--- config.mk ---
export PLATFORM = sky130hd
export DESIGN_NAME = relay_window_pwm
export DESIGN_NICKNAME = d
export VERILOG_FILES = /design/src/rtl/relay_pwm_pkg.sv /design/src/rtl/rw_window_timer.sv /design/src/rtl/rw_duty_calc.sv /design/src/rtl/rw_duty_latch.sv /design/src/rtl/relay_window_pwm.sv
export SDC_FILE = /design/constraint.sdc
export NUM_CORES = 1
export LEC_CHECK = 0
export BUFFER_PORTS_ARGS = -buffer_cell sky130_fd_sc_hd__buf_2
export CORE_UTILIZATION = 62
export DETAILED_ROUTE_END_ITERATION = 8
export PLACE_DENSITY = 0.95
export SLEW_MARGIN = 20
export SYNTH_ARGS = -nofsm -noshare
export SYNTH_HDL_FRONTEND = slang
export SYNTH_SLANG_ARGS = --single-unit
--- constraint.sdc ---
create_clock -name clk_i -period 5.8 [get_ports clk_i]
set_input_delay 0.58 -clock clk_i [delete_from_list [all_inputs] [get_ports clk_i]]
set_output_delay 0.58 -clock clk_i [all_outputs]
set_load 0.05 [all_outputs]
--- src/rtl/relay_pwm_pkg.sv ---
package relay_pwm_pkg;

  typedef enum logic [1:0] {
    MODE_OFF  = 2'b00,
    MODE_FULL = 2'b01,
    MODE_PROP = 2'b10,
    MODE_HALT = 2'b11
  } pwr_mode_e;

  function automatic logic mode_drives(pwr_mode_e m);
    return (m == MODE_FULL) || (m == MODE_PROP);
  endfunction

endpackage

--- src/rtl/rw_window_timer.sv ---
module rw_window_timer #(
  parameter int unsigned WINDOW_MS = 1500,
  parameter int unsigned ON_W      = $clog2(WINDOW_MS + 1)
) (
  input  logic            clk_i,
  input  logic            rst_ni,
  input  logic            tick_i,
  output logic [ON_W-1:0] cnt_o,
  output logic            wrap_o
);
  localparam logic [ON_W-1:0] LAST = ON_W'(WINDOW_MS - 1);

  logic [ON_W-1:0] cnt_q;

  assign wrap_o = tick_i && (cnt_q == LAST);
  assign cnt_o  = cnt_q;

  always_ff @(posedge clk_i or negedge rst_ni) begin
    if (!rst_ni) begin
      cnt_q <= '0;
    end else if (tick_i) begin
      cnt_q <= (cnt_q == LAST) ? '0 : cnt_q + 1'b1;
    end
  end
endmodule

--- src/rtl/rw_duty_calc.sv ---
module rw_duty_calc
  import relay_pwm_pkg::*;
#(
  parameter int unsigned TEMP_W    = 12,
  parameter int unsigned WINDOW_MS = 1500,
  parameter int unsigned KP        = 8,
  parameter int unsigned CLAMP_MAX = WINDOW_MS,
  parameter int unsigned ON_W      = $clog2(WINDOW_MS + 1)
) (
  input  pwr_mode_e         mode_i,
  input  logic [TEMP_W-1:0] sp_i,
  input  logic [TEMP_W-1:0] pv_i,
  output logic [ON_W-1:0]   duty_o
);
  localparam int unsigned KP_W   = (KP < 2) ? 1 : $clog2(KP + 1);
  localparam int unsigned PROD_W = TEMP_W + KP_W;
  localparam int unsigned CMP_W  = ((PROD_W > ON_W) ? PROD_W : ON_W) + 1;
  localparam logic [KP_W-1:0]  KP_V  = KP_W'(KP);
  localparam logic [CMP_W-1:0] CLAMP = CMP_W'(CLAMP_MAX);

  logic [TEMP_W:0]    err;
  logic [PROD_W-1:0]  prod;
  logic [CMP_W-1:0]   prod_x;
  logic [ON_W-1:0]    prop_duty;

  assign err    = {1'b0, sp_i} - {1'b0, pv_i};
  // Borrow bit set means sp < pv: no heat.
  assign prod   = err[TEMP_W] ? '0 : PROD_W'(err[TEMP_W-1:0]) * PROD_W'(KP_V);
  assign prod_x = CMP_W'(prod);

  always_comb begin
    if (prod_x > CLAMP) prop_duty = ON_W'(CLAMP_MAX);
    else                prop_duty = ON_W'(prod_x);
  end

  always_comb begin
    unique case (mode_i)
      MODE_FULL: duty_o = ON_W'(WINDOW_MS);
      MODE_PROP: duty_o = prop_duty;
      default:   duty_o = '0;
    endcase
  end
endmodule

--- src/rtl/rw_duty_latch.sv ---
module rw_duty_latch
  import relay_pwm_pkg::*;
#(
  parameter int unsigned ON_W = 11
) (
  input  logic            clk_i,
  input  logic            rst_ni,
  input  logic            wrap_i,
  input  logic [ON_W-1:0] duty_i,
  input  logic [ON_W-1:0] cnt_i,
  input  pwr_mode_e       mode_i,
  output logic [ON_W-1:0] on_o,
  output logic            relay_o
);
  logic [ON_W-1:0] on_q;

  always_ff @(posedge clk_i or negedge rst_ni) begin
    if (!rst_ni)     on_q <= '0;
    else if (wrap_i) on_q <= duty_i;
  end

  assign on_o = on_q;
  // Mode gate is combinational so off/halt cut the relay without waiting.
  assign relay_o = mode_drives(mode_i) && (cnt_i < on_q);
endmodule

--- src/rtl/relay_window_pwm.sv ---
module relay_window_pwm
  import relay_pwm_pkg::*;
#(
  parameter int unsigned TEMP_W    = 12,
  parameter int unsigned WINDOW_MS = 1500,
  parameter int unsigned KP        = 8,
  parameter int unsigned CLAMP_MAX = WINDOW_MS
) (
  input  logic              clk_i,
  input  logic              rst_ni,
  input  logic              tick_i,
  input  logic [1:0]        mode_i,
  input  logic [TEMP_W-1:0] setpoint_i,
  input  logic [TEMP_W-1:0] temp_i,
  output logic              relay_o
);
  localparam int unsigned ON_W = $clog2(WINDOW_MS + 1);

  pwr_mode_e       mode;
  logic [ON_W-1:0] cnt_w;
  logic [ON_W-1:0] on_w;
  logic [ON_W-1:0] duty_w;
  logic            wrap_w;

  assign mode = pwr_mode_e'(mode_i);

  rw_window_timer #(.WINDOW_MS(WINDOW_MS), .ON_W(ON_W)) u_timer (
    .clk_i  (clk_i),
    .rst_ni (rst_ni),
    .tick_i (tick_i),
    .cnt_o  (cnt_w),
    .wrap_o (wrap_w)
  );

  rw_duty_calc #(
    .TEMP_W(TEMP_W), .WINDOW_MS(WINDOW_MS), .KP(KP),
    .CLAMP_MAX(CLAMP_MAX), .ON_W(ON_W)
  ) u_calc (
    .mode_i (mode),
    .sp_i   (setpoint_i),
    .pv_i   (temp_i),
    .duty_o (duty_w)
  );

  rw_duty_latch #(.ON_W(ON_W)) u_latch (
    .clk_i   (clk_i),
    .rst_ni  (rst_ni),
    .wrap_i  (wrap_w),
    .duty_i  (duty_w),
    .cnt_i   (cnt_w),
    .mode_i  (mode),
    .on_o    (on_w),
    .relay_o (relay_o)
  );
endmodule

# == Word level (Yosys, flattened, before mapping) ==
# Cells that the tools add are included.
# word_totals
reg_bits,22
wordCells,16
out_inout_bits,1
in_bits,29
# op_classes
addsub,2
n_lt_le_gt_ge,2
reduce_logical,3
eq_ne,3
muxes,4
# ops
op,count
2-to-1 mux 11 bit,2
case mux 11 bit (2 select lines),1
greater-than comparator 16 x 11 -> 1 bit (second input constant),1
2-to-1 mux 15 bit,1
subtractor 12 x 12 -> 13 bit,1
adder 11 x 1 -> 11 bit (second input constant),1
== test 11 bit (second input constant),1
< comparator 11 bit,1
== test 2 x 1 -> 1 bit (second input constant),1
== test 2 bit (second input constant),1
logical AND 1 bit,2
logical OR 1 bit,1

# == Logic depth before layout (Yosys ltp) ==
# logic_depth
word_depth,5
mapped_depth,10
ltp_nobuf,10

# == Modules after synthesis ==
# A second synthesis with hierarchy kept.
# unflattened
cells_unflattened,245
area_unflattened_um2,2079.5
# modules_own_cells
mod,cells_per_inst,instances,area_each_um2,seq_area_each_um2
rw_duty_calc,118,1,868.3,0.0
rw_duty_latch,70,1,641.9,275.3
rw_window_timer,57,1,569.3,275.3

# == Least setup slack after synthesis ==
# Ideal clock, no wire load.
# synth_path
kind,input port to output port
from,input port mode_i[0]
to,output port relay_o
path_buffers,0
setup_slack_ps,2461
t_arrival_ps,2759
stages,3
t_required_ps,5220
cell_sequence,inv_1 -> ha_1 -> o311ai_0
# synth_via
elab_chain_cells,3
elab_cells_between_ends,4
cone_classes,eq/ne (2); reduce/logical (2)
# synth_lines
element,line_no,source
"start, declared",relay_window_pwm.sv:12,"input logic [1:0] mode_i,"
== test 2 x 1 -> 1 bit or == test 2 bit (tied branches),relay_pwm_pkg.sv:11,return (m == MODE_FULL) || (m == MODE_PROP);
logical OR 1 bit *,relay_pwm_pkg.sv:11,
logical AND 1 bit *,rw_duty_latch.sv:24,assign relay_o = mode_drives(mode_i) && (cnt_i < on_q);
"end, declared",relay_window_pwm.sv:15,output logic relay_o
# Every way passes the cells marked *; elsewhere a longest branch is shown, timed or not.

# == Final worst setup path ==
# layout_path
from,"register u_timer.cnt_q[3], in the netlist u_timer.cnt_o[3]"
to,output port relay_o
# layout_via
elab_chain_cells,2
# layout_lines
element,line_no,source
"start, declared",rw_window_timer.sv:13,logic [ON_W-1:0] cnt_q;
"start signal, assigned",rw_window_timer.sv:22,cnt_q <= (cnt_q == LAST) ? '0 : cnt_q + 1'b1;
< comparator 11 bit,rw_duty_latch.sv:24,
logical AND 1 bit,rw_duty_latch.sv:24,
# Every way passes these cells.

==> results.sh <==
export IMPL_area_growth_pct=10.6
export IMPL_insertion_delay_ns=0.30
export IMPL_period_needed_ns=2.98
export IMPL_max_vdd_ir_drop_mv=0.100
export IMPL_worstPathRequired_ns=5.22
export IMPL_cp_slowest_cell="dfrtp_1"
export IMPL_crit_fanout=6
export IMPL_die_x_um=58.1
export IMPL_io_buffers=29
export IMPL_wl_per_cell_um=13.8
export IMPL_hp_class="in -> async"
export IMPL_fmax_mhz=336
export IMPL_cts_root_buffer="clkbuf_4"
export IMPL_powerDensity_nw_per_um2=206
export IMPL_cts_tree="done"
export IMPL_synth_edf_count=0
export IMPL_start_kind="flip-flop"
export IMPL_synthCells=222
export IMPL_postCtsSetupBuffers=0
export IMPL_core_area_sq_um=2880
export IMPL_fin_crit_sh=0.514
export IMPL_gp_congestion=0.902
export IMPL_detailedRoute_firstPassIterationCount=4
export IMPL_dp_cells=288
export IMPL_rows=19
export IMPL_drv_slew=0
export IMPL_drt_first_iter_violations=93
export IMPL_p_switching_mw=0.165
export IMPL_yosysSeqAreaShare=0.257
export IMPL_clk_pin_slew_ns=0.11
export IMPL_syn_nets=275
export IMPL_critPathMaxStageDelay_ns=0.47
export IMPL_critPathMostFrequentCell="a21o_1"
export IMPL_max_cap_violations=0
export IMPL_setup_tns_ns=0
export IMPL_final_hold_violation_count=0
export IMPL_cts_htree_levels=1
export IMPL_p_comb_frac=0.412
export IMPL_antenna_diode_count=0
export IMPL_clkPwrFrac=0.185
export IMPL_p_leak_nw=1.08
export IMPL_syn_avg_cell_area_sq_um=8.78
export IMPL_final_cells=292
export IMPL_final_nets=304
export IMPL_dieHeight_um=58.1
export IMPL_cts_made_buffers=3
export IMPL_dp_hpwl_mm=3.24
export IMPL_synth_cell_types=55
export IMPL_drive_gt1_frac=0.188
export IMPL_relSlewSlack=0.686
export IMPL_fp_dieArea_sq_um=3370
export IMPL_grt_overflow=0
export IMPL_grtUsageTotal=0.251
export IMPL_tightest_slew_ns=0.470
export IMPL_ctsHoldBuffers=0
export IMPL_remaining_drc_errors=0
export IMPL_cts_num_sinks=20
export IMPL_synth_async_sr_flop_share=1.00
export IMPL_arrival_ns=2.40
export IMPL_viasPerCell=5.97
export IMPL_grt_pass1_wl_mm=6.76
export IMPL_initial_utilization=0.678
export IMPL_setup_viol=0
export IMPL_routed_wl_mm=4.02
export IMPL_syn_area_sq_um=1950
export IMPL_cp_end_kind="output pin"
export IMPL_num_io_pins=30
export IMPL_clock_path_buffers=2
export IMPL_cts_resized=0
export IMPL_grt_pass1_vias=1640
export IMPL_p_seq_frac=0.403
export IMPL_rsz0062_at_grt="no"
export IMPL_status="completed"
export IMPL_swShare=0.372
export IMPL_grt_max_degree=21
export IMPL_yosys_warnings=0
export IMPL_critPathKind="reg -> out"
export IMPL_cp_cell_sequence="ha_1, a21o_1, a21o_1, a21o_1, a211oi_1, o21ai_0, o311ai_0, buf_2"
export IMPL_ant_nets=0
export IMPL_internal_power_mw=0.278
export IMPL_via_count=1743
export IMPL_yosys_register_bits=20
export IMPL_clock_skew_ns=0.00351
export IMPL_synth_ff_type="dfrtp_1"
export IMPL_antenna_found_initial=0
==> worst max-delay path: cells and delay by family, from the launching register on <==
kind,cells,cell delay [ns]
adder cells (fa/ha/maj),1,0.32
AO/OA/AOI/OAI,6,0.96
buffers and inverters,1,0.34
flip-flops,1,0.47
==> stage by stage <==
| stage | util | worst slack (ns) | power (mW) | area, sq um | hold WS [ns] |
|---|---|---|---|---|---|
| global placement | 0.737 | 2.89 | 0.354 | 2120 | 0.479 |
| floorplan | - | 2.46 | 0.316 | 1950 | 0.284 |
| global route | 0.749 | 2.66 | 0.471 | 2160 | 0.221 |
| finish | 0.749 | 2.82 | 0.443 | 2160 | 0.195 |
| detailed placement | 0.737 | 2.85 | 0.363 | 2120 | 0.482 |
| CTS | 0.749 | 2.83 | 0.442 | 2160 | 0.207 |
==> power groups by stage <==
stage               combinational [mW]  clock [mW]  sequential (mW)
finish                           0.183      0.0818            0.179
CTS                              0.183      0.0808            0.178
global route                     0.204      0.0867            0.180
floorplan                        0.143           0            0.173
global placement                 0.175           0            0.179
detailed placement               0.182           0            0.181
==> path summary, 6_finish.rpt <==
check,endpoint,startpoint,slack [ns],depth (start not counted)
worst min register to register,u_latch.on_o[5],u_latch.on_o[5],0.51,1
max in group asynchronous,u_latch.on_o[9],rst_ni,5.30,1
worst max register to register,u_latch.on_o[8],u_timer.cnt_o[0],3.17,8
min in group clk_i,u_latch.on_o[5],u_latch.on_o[5],0.51,1
worst min-delay path,u_timer.cnt_o[3],rst_ni,0.20,1
worst max-delay path,relay_o,u_timer.cnt_o[3],2.82,8
==> cell usage after synthesis, types with 2 or more instances <==
master | instances | share of area
inv_1 | 28 | 0.054
ha_1 | 23 | 0.15
dfrtp_1 | 20 | 0.26
nor2_1 | 16 | 0.031
nand2_1 | 12 | 0.023
nand3_1 | 10 | 0.026
a21oi_1 | 9 | 0.023
xor2_1 | 7 | 0.031
a21o_1 | 6 | 0.023
nand2b_1 | 6 | 0.019
o21a_1 | 6 | 0.023
or3_1 | 6 | 0.019
a221oi_1 | 5 | 0.022
nor3_1 | 4 | 0.010
o21ai_0 | 4 | 0.010
xnor2_1 | 4 | 0.018
a211oi_1 | 3 | 0.012
and3_1 | 3 | 0.0096
clkbuf_1 | 3 | 0.0058
a211o_1 | 2 | 0.0090
a311o_1 | 2 | 0.010
a31oi_1 | 2 | 0.0064
a32o_1 | 2 | 0.010
and2_1 | 2 | 0.0064
mux2i_1 | 2 | 0.010
nand4_1 | 2 | 0.0064
nor2b_1 | 2 | 0.0064
nor2b_4 | 2 | 0.014
o31ai_1 | 2 | 0.0077
or4_1 | 2 | 0.0077
==> area by class of cell <==
class                   count  area, sq um
flip-flops and latches     20          500
clock buffers               4         36.3
well taps                  42         52.6
multi-input cells         169         1320
fillers                   223          721
inverters                  28          105
repair buffers             29          145
==> layer usage <==
layer	share of wire	track usage
met4	0.022	0.112
met2	0.54	0.489
met1	0.42	0.276
met3	0.021	0.0134
met5	0	0
==> registers in the layout (all words and copies together), names as in the netlist <==
name and cells:
u_timer.cnt_o 11, u_latch.on_o 9
==> placed cells by master (no fill, tap or decap), drive strengths merged, types with 7 or more instances in the layout <==
| cell | instances |
|---|---|
| a21oi | 10 |
| buf | 29 |
| dfrtp | 20 |
| ha | 23 |
| inv | 28 |
| nand2 | 12 |
| nand3 | 11 |
| nor2 | 16 |
| xor2 | 7 |
==> kinds of logic (layout without fill, tap and decap cells) <==
group	after synthesis	after routing	synth area share
multiplexers	3	3	0.0160
buffers and inverters	33	61	0.0680
AND/OR/NAND/NOR	75	75	0.227
AO/OA/AOI/OAI	56	56	0.225
flip-flops	20	20	0.257
adder cells (fa/ha/maj)	24	24	0.158
XOR/XNOR	11	11	0.0494
Power figures use the tool's default switching activity.
